===== src/rtl/fsf_pkg.sv =====
package fsf_pkg;

   // Shape field layout: bit 1 inverts, bit 0 selects pulse over square wave
   typedef struct packed {
      logic inv;
      logic pulse;
   } fsf_mode_t;

   localparam int unsigned FSF_NUM_CH = 2;
   localparam int unsigned FSF_CH_8K  = 0;
   localparam int unsigned FSF_CH_2K  = 1;

endpackage


===== src/rtl/fsf_path_mux.sv =====
module fsf_path_mux (
   input  logic sel_i,
   input  logic strb_a_i,
   input  logic strb_b_i,
   output logic strb_o
);

   always_comb begin
      strb_o = sel_i ? strb_b_i : strb_a_i;
   end

endmodule


===== src/rtl/fsf_period_meter.sv =====
module fsf_period_meter #(
   parameter int unsigned CNT_W = 16
) (
   input  logic             clk_i,
   input  logic             rst_ni,
   input  logic             strb_i,
   input  logic             restart_i,
   output logic [CNT_W-1:0] cnt_o,
   output logic             valid_o,
   output logic [CNT_W-1:0] half_o
);

   localparam logic [CNT_W-1:0] CNT_MAX = '1;
   localparam logic [CNT_W-1:0] CNT_ONE = CNT_W'(1);

   logic [CNT_W-1:0] half_calc;

   // Half of the frame just ended, never below one cycle
   always_comb begin
      half_calc = cnt_o >> 1;
      if (half_calc == '0) half_calc = CNT_ONE;
   end

   always_ff @(posedge clk_i or negedge rst_ni) begin
      if (!rst_ni) begin
         cnt_o   <= '0;
         valid_o <= 1'b0;
         half_o  <= CNT_ONE;
      end else if (strb_i) begin
         cnt_o <= CNT_ONE;
         if (restart_i) begin
            valid_o <= 1'b0;
         end else begin
            if (valid_o) half_o <= half_calc;
            valid_o <= 1'b1;
         end
      end else if (cnt_o != CNT_MAX) begin
         cnt_o <= cnt_o + CNT_ONE;
      end
   end

   AST_HALF_NONZERO: assert property (@(posedge clk_i) disable iff (!rst_ni)
      valid_o |-> (half_o != '0));

   AST_COUNT_FROM_STROBE: assert property (@(posedge clk_i) disable iff (!rst_ni)
      valid_o |-> (cnt_o != '0));

endmodule


===== src/rtl/fsf_shaper.sv =====
module fsf_shaper
   import fsf_pkg::*;
#(
   parameter int unsigned CNT_W = 16
) (
   input  logic             clk_i,
   input  logic             rst_ni,
   input  logic             sel_i,
   input  fsf_mode_t        mode_i,
   input  logic             en_i,
   input  logic             strb_i,
   input  logic [CNT_W-1:0] cnt_i,
   input  logic [CNT_W-1:0] half_i,
   input  logic             valid_i,
   output logic             eff_sel_o,
   output logic             restart_o,
   output logic             sync_o
);

   logic      started;
   logic      sel_q;
   fsf_mode_t mode_q;
   logic      en_q;
   logic      act;
   logic      inv_now;

   // Before the first strobe the live inputs steer path and idle level
   always_comb begin
      eff_sel_o = started ? sel_q : sel_i;
      restart_o = strb_i && started && (sel_i != sel_q);
      inv_now   = started ? mode_q.inv : mode_i.inv;
      sync_o    = (en_q & act) ^ inv_now;
   end

   always_ff @(posedge clk_i or negedge rst_ni) begin
      if (!rst_ni) begin
         started <= 1'b0;
         sel_q   <= 1'b0;
         mode_q  <= '0;
         en_q    <= 1'b0;
         act     <= 1'b0;
      end else if (strb_i) begin
         started <= 1'b1;
         sel_q   <= sel_i;
         mode_q  <= mode_i;
         en_q    <= en_i;
         if (restart_o) act <= 1'b0;
         else           act <= mode_i.pulse | valid_i;
      end else if (act) begin
         if (mode_q.pulse)          act <= 1'b0;
         else if (cnt_i == half_i)  act <= 1'b0;
      end
   end

   AST_PULSE_ONE_CYCLE: assert property (@(posedge clk_i) disable iff (!rst_ni)
      (act && mode_q.pulse && !strb_i) |=> !act);

   AST_CLOCK_FALLS_AT_HALF: assert property (@(posedge clk_i) disable iff (!rst_ni)
      (act && !mode_q.pulse && !strb_i && (cnt_i == half_i)) |=> !act);

   AST_CFG_HELD_MIDFRAME: assert property (@(posedge clk_i) disable iff (!rst_ni)
      !strb_i |=> ($stable(mode_q) && $stable(en_q) && $stable(sel_q)));

   AST_IDLE_BEFORE_START: assert property (@(posedge clk_i) disable iff (!rst_ni)
      !started |-> !act);

   AST_SWITCH_FRAME_IDLE: assert property (@(posedge clk_i) disable iff (!rst_ni)
      restart_o |=> !act);

endmodule


===== src/rtl/frame_sync_fmt.sv =====
module frame_sync_fmt
   import fsf_pkg::*;
#(
   parameter int unsigned CNT_W = 16
) (
   input  logic       clk_i,
   input  logic       rst_ni,
   input  logic       path_sel_i,
   input  logic       frm8_a_i,
   input  logic       frm2_a_i,
   input  logic       frm8_b_i,
   input  logic       frm2_b_i,
   input  logic [1:0] mode8_i,
   input  logic [1:0] mode2_i,
   input  logic       en8_i,
   input  logic       en2_i,
   output logic       sync8_o,
   output logic       sync2_o
);

   localparam int unsigned NCH = FSF_NUM_CH;

   if (CNT_W < 4) begin : g_bad_width
      $error("frame_sync_fmt: CNT_W must be at least 4");
   end

   logic      strb_a [NCH];
   logic      strb_b [NCH];
   fsf_mode_t mode   [NCH];
   logic      en     [NCH];
   logic      sync   [NCH];

   always_comb begin
      strb_a[FSF_CH_8K] = frm8_a_i;
      strb_a[FSF_CH_2K] = frm2_a_i;
      strb_b[FSF_CH_8K] = frm8_b_i;
      strb_b[FSF_CH_2K] = frm2_b_i;
      mode[FSF_CH_8K]   = mode8_i;
      mode[FSF_CH_2K]   = mode2_i;
      en[FSF_CH_8K]     = en8_i;
      en[FSF_CH_2K]     = en2_i;
      sync8_o           = sync[FSF_CH_8K];
      sync2_o           = sync[FSF_CH_2K];
   end

   for (genvar c = 0; c < NCH; c++) begin : g_ch
      logic             eff_sel;
      logic             restart;
      logic             strb;
      logic [CNT_W-1:0] cnt;
      logic [CNT_W-1:0] half;
      logic             valid;

      fsf_path_mux u_mux (
         .sel_i    (eff_sel),
         .strb_a_i (strb_a[c]),
         .strb_b_i (strb_b[c]),
         .strb_o   (strb)
      );

      fsf_period_meter #(.CNT_W(CNT_W)) u_meter (
         .clk_i     (clk_i),
         .rst_ni    (rst_ni),
         .strb_i    (strb),
         .restart_i (restart),
         .cnt_o     (cnt),
         .valid_o   (valid),
         .half_o    (half)
      );

      fsf_shaper #(.CNT_W(CNT_W)) u_shape (
         .clk_i     (clk_i),
         .rst_ni    (rst_ni),
         .sel_i     (path_sel_i),
         .mode_i    (mode[c]),
         .en_i      (en[c]),
         .strb_i    (strb),
         .cnt_i     (cnt),
         .half_i    (half),
         .valid_i   (valid),
         .eff_sel_o (eff_sel),
         .restart_o (restart),
         .sync_o    (sync[c])
      );
   end

endmodule


===== config.mk =====
export PLATFORM = sky130hd
export DESIGN_NAME = frame_sync_fmt
export DESIGN_NICKNAME = d
export VERILOG_FILES = /design/src/rtl/fsf_pkg.sv /design/src/rtl/fsf_path_mux.sv /design/src/rtl/fsf_period_meter.sv /design/src/rtl/fsf_shaper.sv /design/src/rtl/frame_sync_fmt.sv
export SDC_FILE = /design/constraint.sdc
export NUM_CORES = 1
export LEC_CHECK = 0
export ABC_CLOCK_PERIOD_IN_PS = 3300
export BUFFER_PORTS_ARGS = -buffer_cell sky130_fd_sc_hd__buf_2
export CAP_MARGIN = 20
export CORE_MARGIN = 2
export CORE_UTILIZATION = 50
export CTS_CLUSTER_DIAMETER = 120
export DETAILED_ROUTE_END_ITERATION = 12
export GPL_TIMING_DRIVEN = 0
export HOLD_SLACK_MARGIN = 0.1
export PLACE_DENSITY = 0.67
export SLEW_MARGIN = 30
export SYNTH_ARGS = -nofsm -noshare
export SYNTH_HDL_FRONTEND = slang
export SYNTH_HIERARCHICAL = 1
export SYNTH_SLANG_ARGS = --single-unit

===== constraint.sdc =====
create_clock -name clk_i -period 3.3 [get_ports clk_i]
set_input_delay 0.495 -clock clk_i [delete_from_list [all_inputs] [get_ports clk_i]]
set_output_delay 0.495 -clock clk_i [all_outputs]
set_load 0.02 [all_outputs]

==> metrics <==
initial antenna violation count 0; Initial DRT Pass Iterations 6; Crit. End Element flop; largest cells by area after synthesis dfrtp_1 (46%), mux2_2 (9.5%), xnor2_1 (6.9%); DIE WIDTH 93.9 µm; sw power 0.664 mW; Root Buffer clkbuf_8; fillers 695; Total Nets Final 413; IO Count 15; Worst R2R Start g_ch[0].u_shape/started; Hold Crit Class in -> async; max incr delay on CP 0.40 ns; post-CTS sizing 0; wirelength, routed 8.04 mm; mean number of vias per cell 5.80; Final TNS setup 0 ns; Worst R2R Setup Slack 0.62 ns; Maximum Capacitance Violations 0; critical path class reg -> reg; r2r endpoint g_ch[0].u_meter/half_o[13]; leading area contributor after synthesis dfrtp_1; Core Region 0.00777 mm²; maximum clock rate 373 MHz; Hold Violations, Final 0; maximum root-to-sink buffer count 2; post-synth top area share 0.458; Skew-Pair Late Insertion Delay 0.35 ns; Worst VDD drop 325 µV; Leakage 1.93 nW; EDFF count, synth 0; final worst-path cycle share 0.812; Slew headroom 0.648; layout cell share with drive strength beyond 1 0.238; Total GRT Usage 0.205; worst reg-to-reg path cell count 7; Top delay family on crit path multiplexers; Slew @ Worst Pin 0.525 ns; hpwl dp 5.69 mm; endpoints failing setup 0; Synth Register Bits 76; Finished Core Util 0.574; Clk pin slew, worst setup/hold paths 0.08 ns; Fin Clk Skew 0.00694 ns; switch share 0.289; Slew Limit Fails 0; Die Area 0.00881 mm²; fin crit period 2.68 ns; Clk pwr share 0.316; mapped cell area 0.00404 mm²; CP bufs+invs 2; ANT nets after route 0; crit path cell chain mux2_2 -> mux2_4 -> buf_2 -> and3_1 -> nand3b_1 -> clkbuf_1 -> mux2_2; Commonest cells post-synth dfrtp_1 (74), mux2_2 (34), xnor2_1 (32); Area Growth Syn to Fin 10.5%; H-tree depth 3; Inserted Clock Buffers 9; Final Instance Area 0.00446 mm²; Synth Instances 372; Most used DFF post-synth dfrtp_1; CP most frequent cell mux2_2; Avg Cell Area, Syn 10.9 µm²; Power Density 514 mW/mm²; WL/cell 15.9 µm; Post-route DRC 0; first-pass GRT wire length 14.2 mm; arrival time at the worst endpoint 2.91 ns; multi-input logic area 0.00198 mm²; hold_buf cts 0; global route overflow 0; outcome completed; Yosys warning count 6; Initial Util 0.520; largest net degree at the start of global routing 40; power share of the combinational group 0.197; RD Place Congestion 0.834; DP Area 0.00426 mm²; Syn Nets 387; register area share after synthesis 0.471; I/O Buffers 14; Int Power 1.63 mW; Antenna Cells 0; die height 93.9 µm; FP Rows 32; RSZ-0062 raised after global routing no; sequential share of power 0.487; vias in the first global route 2901; worst path required time 3.53 ns; FF+latch area 0.00190 mm²; drt initial violations 175; vias 2931; Startpoint Class flop; TritonCTS clock tree done; Worst Path Max Fanout 10; Async S/R FF share, synth 1.00; cell with the most instances after synthesis dfrtp_1; Post-CTS Setup Repair Bufs 0; Yosys cell types 45; clock net sink count 76; Crit-path slowest cell dfrtp_1
==> worst max path at each step <==
stage,start,to,slack [ns],cells after the start
6_report,g_ch[0].u_shape/started,g_ch[0].u_meter/half_o[13],0.62,7
5_1_grt,g_ch[1].u_shape/started,g_ch[1].u_meter/half_o[11],0.44,7
4_1_cts,g_ch[1].u_shape/started,g_ch[1].u_meter/half_o[13],0.61,7
3_5_place_dp,path_sel_i,g_ch[1].u_meter/half_o[9],0.47,8
3_3_place_gp,path_sel_i,g_ch[1].u_meter/half_o[9],0.49,8
2_1_floorplan,path_sel_i,g_ch[0].u_meter/half_o[11],0.91,7
==> routing by layer <==
| metal | routed length [µm] | vias to the layer above | track usage |
|---|---|---|---|
| met5 | 0 | - | 0 |
| met4 | 106 | 0 | 0.0556 |
| met3 | 469 | 8 | 0.0457 |
| met2 | 3600 | 91 | 0.304 |
| met1 | 3870 | 1416 | 0.304 |
| li1 | - | 1416 | - |
==> worst reg2reg max path, cell delays in order (launching register included) <==
cell	delay [ns]
dfrtp_1	0.40
mux2_2	0.36
mux2_4	0.21
buf_2	0.18
and3_1	0.21
nand3b_1	0.40
clkbuf_1	0.41
mux2_2	0.39
==> layout make-up <==
class,count,share of cell area
flip-flops and latches,76,0.427
plain buffers,18,0.0286
repair buffers,15,0.0208
multi-input cells,270,0.443
well taps,102,0.0286
clock inverters,4,0.0107
inverters,8,0.00673
clock buffers,12,0.0348
==> through the flow <==
stage	total power [mW]	instances	setup slack (ns)	hold WS, ns
detailed placement	1.59	489	0.467	0.484
floorplan	1.45	372	0.911	0.199
finish	2.29	505	0.620	0.104
CTS	2.31	505	0.607	0.114
global route	2.42	505	0.441	0.132
global placement	1.57	488	0.495	0.478
==> cells by family (layout without fill, tap and decap cells) <==
group / count (synthesis) / in the layout / synth area share
AOI/OAI and AO/OA: 58 / 58 / 0.0892
xor gates and xnor gates: 40 / 40 / 0.0867
adders and majority gates: 2 / 2 / 0.00619
buffers and inverters: 26 / 57 / 0.0390
DFF: 76 / 76 / 0.472
muxes: 42 / 42 / 0.117
other: 2 / 2 / 0.00186
and+or+nand+nor: 126 / 126 / 0.188
==> placed cells by master (no fill, tap or decap), types with 15 or more instances in the layout <==
cell     netlist  final
dfrtp_1       74     74
o21ai_0       18     18
nand2_1       16     16
nor3_1        16     16
nor2_1        18     18
buf_2          2     15
a21oi_1       18     18
mux2_2        34     34
xnor2_1       32     32
==> sequential cells by signal, indices dropped and copies added, names as in the netlist <==
register / count
g_ch.u_meter/cnt_o: 32
g_ch.u_meter/half_o: 30
g_ch.u_shape/mode_q: 4
g_ch.u_meter/valid_o: 2
g_ch.u_shape/act: 2
g_ch.u_shape/en_q: 2
g_ch.u_shape/sel_q: 2
g_ch.u_shape/started: 2
==> power by group through the flow <==
stage	Sequential (mW)	Clock (mW)	Combinational, mW
after global routing	1.13	0.781	0.506
after global placement	1.13	0	0.440
after CTS	1.12	0.741	0.456
after detailed placement	1.14	0	0.453
final	1.12	0.725	0.452
after floorplan	1.11	0	0.342
Note: power is estimated with default switching activity, not from simulation.
